<file path="src/rtl/margin_pwm_pkg.sv">
package margin_pwm_pkg;

  typedef enum logic [1:0] {
    MODE_OFF   = 2'b00,
    MODE_HIZ   = 2'b01,
    MODE_TRIM  = 2'b10,
    MODE_FIXED = 2'b11
  } mg_mode_e;

  typedef struct packed {
    mg_mode_e   mode;
    logic       flt_mask;
    logic       pol_up;
    logic [4:0] pin;
  } mg_cfg_t;

  localparam logic [1:0] REQ_LOW  = 2'b01;
  localparam logic [1:0] REQ_HIGH = 2'b10;

  function automatic mg_cfg_t cfg_unpack(input logic [15:0] w);
    mg_cfg_t c;
    c.mode     = mg_mode_e'(w[15:14]);
    c.flt_mask = w[13];
    c.pol_up   = w[12];
    c.pin      = w[4:0];
    return c;
  endfunction

  function automatic logic [15:0] cfg_pack(input mg_cfg_t c);
    return {c.mode, c.flt_mask, c.pol_up, 7'b0, c.pin};
  endfunction

endpackage

</file>
<file path="src/rtl/margin_cfg_regs.sv">
module margin_cfg_regs
  import margin_pwm_pkg::*;
(
  input  logic        clk,
  input  logic        rst_n,
  input  logic        wr_en,
  input  logic [15:0] wdata,
  input  logic        tick,
  output mg_cfg_t     pend_q,
  output mg_cfg_t     live_q
);

  mg_cfg_t pend_d, live_d;

  always_comb begin
    pend_d = pend_q;
    live_d = live_q;
    if (wr_en) pend_d = cfg_unpack(wdata);
    if (tick)  live_d = pend_q;
  end

  always_ff @(posedge clk or negedge rst_n) begin
    if (!rst_n) begin
      pend_q <= '0;
      live_q <= '0;
    end else begin
      pend_q <= pend_d;
      live_q <= live_d;
    end
  end

endmodule

</file>
<file path="src/rtl/margin_pwm_timebase.sv">
module margin_pwm_timebase #(
  parameter int CNT_W  = 10,
  parameter int PERIOD = 1000
) (
  input  logic             clk,
  input  logic             rst_n,
  output logic [CNT_W-1:0] cnt_q,
  output logic             tick
);

  localparam logic [CNT_W-1:0] LAST = CNT_W'(PERIOD - 1);

  logic [CNT_W-1:0] cnt_d;

  always_comb begin
    tick  = (cnt_q == LAST);
    cnt_d = tick ? '0 : cnt_q + 1'b1;
  end

  always_ff @(posedge clk or negedge rst_n) begin
    if (!rst_n) cnt_q <= '0;
    else        cnt_q <= cnt_d;
  end

endmodule

</file>
<file path="src/rtl/margin_trim_loop.sv">
module margin_trim_loop
  import margin_pwm_pkg::*;
#(
  parameter int CNT_W  = 10,
  parameter int PERIOD = 1000,
  parameter int VW     = 10
) (
  input  logic             clk,
  input  logic             rst_n,
  input  logic             tick,
  input  mg_mode_e         mode,
  input  logic             pol_up,
  input  logic             marg,
  input  logic [VW-1:0]    setpoint,
  input  logic [VW-1:0]    meas,
  input  logic [CNT_W-1:0] fixed_duty,
  output logic [CNT_W-1:0] duty_q
);

  localparam logic [CNT_W-1:0] FULL = CNT_W'(PERIOD);

  logic [VW:0]      meas_x, sp_x;
  logic             below, above, go_up, go_dn;
  logic [CNT_W-1:0] stepped, fixed_clip, upd, duty_d;

  always_comb begin
    meas_x = {1'b0, meas};
    sp_x   = {1'b0, setpoint};
    below  = (meas_x + 1'b1) < sp_x;
    above  = meas_x > (sp_x + 1'b1);
    go_up  = pol_up ? below : above;
    go_dn  = pol_up ? above : below;

    stepped = duty_q;
    if (go_up && (duty_q < FULL))      stepped = duty_q + 1'b1;
    else if (go_dn && (duty_q != '0))  stepped = duty_q - 1'b1;

    fixed_clip = (fixed_duty > FULL) ? FULL : fixed_duty;

    unique case (mode)
      MODE_OFF:   upd = '0;
      MODE_HIZ:   upd = marg ? stepped : duty_q;
      MODE_TRIM:  upd = stepped;
      MODE_FIXED: upd = marg ? stepped : fixed_clip;
      default:    upd = '0;
    endcase

    duty_d = tick ? upd : duty_q;
  end

  always_ff @(posedge clk or negedge rst_n) begin
    if (!rst_n) duty_q <= '0;
    else        duty_q <= duty_d;
  end

endmodule

</file>
<file path="src/rtl/margin_pwm_ctrl.sv">
module margin_pwm_ctrl
  import margin_pwm_pkg::*;
#(
  parameter int CNT_W  = 10,
  parameter int PERIOD = 1000,
  parameter int VW     = 10
) (
  input  logic             clk,
  input  logic             rst_n,
  input  logic             cfg_wr,
  input  logic [15:0]      cfg_wdata,
  output logic [15:0]      cfg_rdata,
  output logic [4:0]       pin_sel,
  input  logic [1:0]       margin_req,
  input  logic [VW-1:0]    target_code,
  input  logic [VW-1:0]    mlow_code,
  input  logic [VW-1:0]    mhigh_code,
  input  logic [VW-1:0]    meas_code,
  input  logic [CNT_W-1:0] fixed_duty,
  input  logic             ov_in,
  input  logic             uv_in,
  output logic             pwm_out,
  output logic             pwm_oe,
  output logic             ov_out,
  output logic             uv_out
);

  mg_cfg_t          cfg_pend, cfg_live;
  logic             tick;
  logic [CNT_W-1:0] cnt_q, duty_q;
  logic [1:0]       req_q, req_d;
  logic             marg_live;
  logic [VW-1:0]    setpoint;
  logic [1:0]       live_mode;
  logic             live_mask;
  logic [8:0]       live_bits;

  margin_cfg_regs u_cfg (
    .clk(clk), .rst_n(rst_n), .wr_en(cfg_wr), .wdata(cfg_wdata),
    .tick(tick), .pend_q(cfg_pend), .live_q(cfg_live)
  );

  margin_pwm_timebase #(.CNT_W(CNT_W), .PERIOD(PERIOD)) u_tb (
    .clk(clk), .rst_n(rst_n), .cnt_q(cnt_q), .tick(tick)
  );

  always_comb req_d = tick ? margin_req : req_q;

  always_ff @(posedge clk or negedge rst_n) begin
    if (!rst_n) req_q <= '0;
    else        req_q <= req_d;
  end

  always_comb begin
    marg_live = (cfg_live.mode != MODE_OFF) &&
                ((req_q == REQ_LOW) || (req_q == REQ_HIGH));
    unique case (req_q)
      REQ_LOW:  setpoint = mlow_code;
      REQ_HIGH: setpoint = mhigh_code;
      default:  setpoint = target_code;
    endcase
  end

  margin_trim_loop #(.CNT_W(CNT_W), .PERIOD(PERIOD), .VW(VW)) u_loop (
    .clk(clk), .rst_n(rst_n), .tick(tick),
    .mode(cfg_live.mode), .pol_up(cfg_live.pol_up), .marg(marg_live),
    .setpoint(setpoint), .meas(meas_code), .fixed_duty(fixed_duty),
    .duty_q(duty_q)
  );

  always_comb begin
    unique case (cfg_live.mode)
      MODE_OFF:   pwm_oe = 1'b0;
      MODE_HIZ:   pwm_oe = marg_live;
      default:    pwm_oe = 1'b1;
    endcase
    pwm_out   = pwm_oe && (cnt_q < duty_q);
    ov_out    = ov_in && !(cfg_live.flt_mask && marg_live);
    uv_out    = uv_in && !(cfg_live.flt_mask && marg_live);
    cfg_rdata = cfg_pack(cfg_pend);
    pin_sel   = cfg_live.pin;
    live_mode = cfg_live.mode;
    live_mask = cfg_live.flt_mask;
    live_bits = cfg_live;
  end

endmodule

</file>
<file path="config.mk">
export PLATFORM = sky130hd
export DESIGN_NAME = margin_pwm_ctrl
export DESIGN_NICKNAME = d
export VERILOG_FILES = /design/src/rtl/margin_pwm_pkg.sv /design/src/rtl/margin_cfg_regs.sv /design/src/rtl/margin_pwm_timebase.sv /design/src/rtl/margin_trim_loop.sv /design/src/rtl/margin_pwm_ctrl.sv
export SDC_FILE = /design/constraint.sdc
export NUM_CORES = 1
export LEC_CHECK = 0
export BUFFER_PORTS_ARGS = -buffer_cell sky130_fd_sc_hd__buf_2
export CAP_MARGIN = 25
export CORE_MARGIN = 3
export CORE_UTILIZATION = 25
export DETAILED_ROUTE_END_ITERATION = 12
export HOLD_SLACK_MARGIN = 0.05
export PLACE_DENSITY = 0.47
export SLEW_MARGIN = 10
export SYNTH_ARGS = -nofsm -noshare
export SYNTH_HDL_FRONTEND = slang
export SYNTH_SLANG_ARGS = --single-unit
</file>
<file path="constraint.sdc">
create_clock -name clk -period 6.8 [get_ports clk]
set_input_delay 2.04 -clock clk [delete_from_list [all_inputs] [get_ports clk]]
set_output_delay 2.04 -clock clk [all_outputs]
set_load 0.1 [all_outputs]
</file>
==> flow_summary.yaml <==
routing:
  drc_errors: 0
  met1_length_um: 4780
  detailroute.via_count: 3365
  met3_wirelength_um: 424
  detail_route.wirelength_um: 10000
  average_wire_per_cell_in_the_routed_design_um: 14.6
  first_drt_iteration_drcs: 142
  detail_route.vias_per_cell: 4.89
  route.met2.wl_um: 4750
  top_layer: "met4"
  drt_pass_1_iters: 4
  post_route_antenna_net_violation_count: 0
sta:
  tightestPinTransition_ns: 0.647
  final-hold-violation-count: 0
  setup_ws_ns: 1.04
  fin_tns_setup_ns: 0
  finClkSkew_ns: 0.00616
  final.min_clock_period_ns: 5.76
  timing.fmax_ghz: 0.174
  slew_viol_final: 0
  max_slew_margin_pct: 56.7
  setup_viol: 0
  min_period_over_period_pct: 84.7
  grt_setup_unrepaired: "false"
clocking:
  clock_tree.htree_level_count: 2
  cts_buffers: 5
  cts_setup_buffers: 0
  cts_repair_resize_count: 0
  worstSkewPairLatency_ns: 0.29
  clock_tree.root_cell: "sky130_fd_sc_hd__clkbuf_16"
  tritoncts: "done"
  cts_max_path_buffers: 2
  clk_pin_slew_worst_paths_ns: 0.06
  cts.sink_count: 40
  cts_hold_buffers: 0
layout:
  n_antenna_cell: 0
  nNetsFinal: 620
  layout-drive-gt1-share_pct: 24.2
  area_delta_synth_final_pct: 19.2
  layout_commonest_cell: "sky130_fd_sc_hd__buf_2"
  most_frequent_cells_in_the_layout: "sky130_fd_sc_hd__buf_2 (83), sky130_fd_sc_hd__nand2_1 (62), sky130_fd_sc_hd__ha_1 (40), sky130_fd_sc_hd__dfrtp_1 (40), sky130_fd_sc_hd__nor2_1 (26)"
worst_setup_path:
  critical_path.endpoint_type: "flop"
  r2r_setup_slack_ns: 1.69
  crit_type: "in2reg"
  required_time_of_the_critical_path_ns: 6.96
  critical_path_peak_fanout: 9
  timing.critical_path.from_type: "primary input"
  worstPathArrival_ns: 5.92
yosys:
  synth_edf_count: 0
  synth.lib_cells_used.distinct: 63
  synth-async-reset-ratio_pct: 100
  yosys_most_used_dff: "sky130_fd_sc_hd__dfrtp_1"
  ys.warnings.count: 0
  synth_top_cells_by_area: "sky130_fd_sc_hd__dfrtp_1 (27%), sky130_fd_sc_hd__ha_1 (14%), sky130_fd_sc_hd__nand2_1 (6.3%), sky130_fd_sc_hd__xnor2_1 (3.3%), sky130_fd_sc_hd__a21oi_1 (3.0%)"
  synth.avg_cell_area_um2: 8.51
  synth_top_area_cell: "sky130_fd_sc_hd__dfrtp_1"
  synth_largest_type_area_fraction_pct: 27.2
  syn-instance-count: 432
  netlist_area_mm2: 0.00367
  synth-seq-area-share_pct: 27.2
  synth-seq-cells: 40
placed_design:
  post-dp-hpwl_um: 8140
  pre_cts_slack_ns: 0.705
  place_congestion: 0.809
  numPortBuffers: 83
power:
  ir_drop_mv: 0.0928
  total_power_mw: 0.711
  cellPowerDensity_mw_per_mm2: 162
  cellLeakagePower_nw: 2.09
global_route:
  grt_max_degree: 41
  total_global_route_track_usage_pct: 12.5
  antenna_found_initial: 0
  via_count_of_the_first_global_routing_pass: 3408
  grt_overflow_total: 0
  wire_length_of_the_first_global_routing_pass_um: 16800
floorplanning:
  io_pins: 98
  die_h_um: 127
  initial_utilization_pct: 26.0
  die_w_um: 127
  core.rowCount: 43
  full_die_area_mm2: 0.0162
  coreArea_mm2: 0.0141
run:
  drv.max_cap_violation_count: 0
worst_hold_path:
  worst_min_delay_path_class: "reg2reg"
status:
  outcome: "finished clean"
[power by group]
group / internal, mW / leakage, nW / switching, mW / total [mW]
clock network: 0.175 / 0.0804 / 0.104 / 0.278
logic: 0.0578 / 1.52 / 0.124 / 0.182
registers: 0.245 / 0.484 / 0.00580 / 0.250
[critical path: stages]
cell and delay [ns]:
sky130_fd_sc_hd__buf_2 0.07, sky130_fd_sc_hd__a221o_1 0.12, sky130_fd_sc_hd__o21ai_0 0.13, sky130_fd_sc_hd__inv_1 0.13
sky130_fd_sc_hd__ha_1 0.19, sky130_fd_sc_hd__nor3b_1 0.25, sky130_fd_sc_hd__or2b_1 0.28, sky130_fd_sc_hd__nor3_1 0.19
sky130_fd_sc_hd__xor2_1 0.20, sky130_fd_sc_hd__ha_1 0.27, sky130_fd_sc_hd__a21o_1 0.18, sky130_fd_sc_hd__a21o_1 0.17
sky130_fd_sc_hd__a221oi_1 0.56, sky130_fd_sc_hd__a2111oi_2 0.11, sky130_fd_sc_hd__o21a_2 0.29, sky130_fd_sc_hd__and4_1 0.24
sky130_fd_sc_hd__o22ai_1 0.20, sky130_fd_sc_hd__mux2i_1 0.21, sky130_fd_sc_hd__nand3_1 0.08
[flip-flops by register name, summed over array words and instances, names as in the netlist]
| signal | cells |
|---|---|
| u_cfg.live_q | 9 |
| u_tb.cnt_q | 10 |
| u_cfg.pend_q | 9 |
| u_loop.duty_q | 10 |
| req_q | 2 |
[kinds of logic (layout without fill, tap and decap cells)]
family / count (synthesis) / count (layout) / share of synthesized area [%]
and+or+nand+nor: 169 / 169 / 23.2
AOI/OAI and AO/OA: 99 / 99 / 19.3
buffers and inverters: 45 / 115 / 6.64
adders and majority gates: 40 / 40 / 13.6
DFF: 40 / 40 / 27.2
xor gates and xnor gates: 24 / 24 / 5.72
muxes: 14 / 14 / 4.12
other: 1 / 7 / 0.102
[metal layers]
metal	track usage (%)	up-vias
li1	-	1701
met1	16.9	1575
met2	21.3	82
met3	1.96	7
met4	2.59	0
met5	0	-
[through the flow]
stage	util, %	instance area [um^2]	instances	hold WS [ns]
final	31.0	4380	688	0.475
after global routing	31.0	4380	688	0.504
after CTS	30.8	4360	687	0.478
after detailed placement	29.6	4190	679	0.462
after global placement	29.6	4190	679	0.458
after floorplan	-	3700	438	0.447
[cells in the mapped netlist (all sizes together) (10+ instances only)]
cell,instances
ha,40
a21oi,22
nand2,62
inv,22
buf,16
nand4,11
nand3,15
nor2,26
xor2,10
o21ai,29
dfrtp,40
xnor2,14
[worst paths after layout]
path / from / end / cells past startpoint
worst max-delay path: mhigh_code[0] / u_loop.duty_q[8] / 19
min in group asynchronous: rst_n / u_tb.cnt_q[7] / 1
worst min register to register: u_cfg.live_q[4] / u_cfg.live_q[4] / 2
worst max register to register: req_q[0] / u_loop.duty_q[8] / 20
worst min-delay path: u_cfg.live_q[4] / u_cfg.live_q[4] / 2
max in group asynchronous: rst_n / u_loop.duty_q[0] / 2
[final cells by class]
cell class	count	area [um^2]
clock buffers	5	125
clock inverters	3	46.3
fillers	1498	9770
inverters	22	82.6
multi-input cells	353	2460
flip-flops and latches	40	1000
well taps	180	225
repair buffers	85	443
Note: power is estimated with default switching activity, not from simulation.
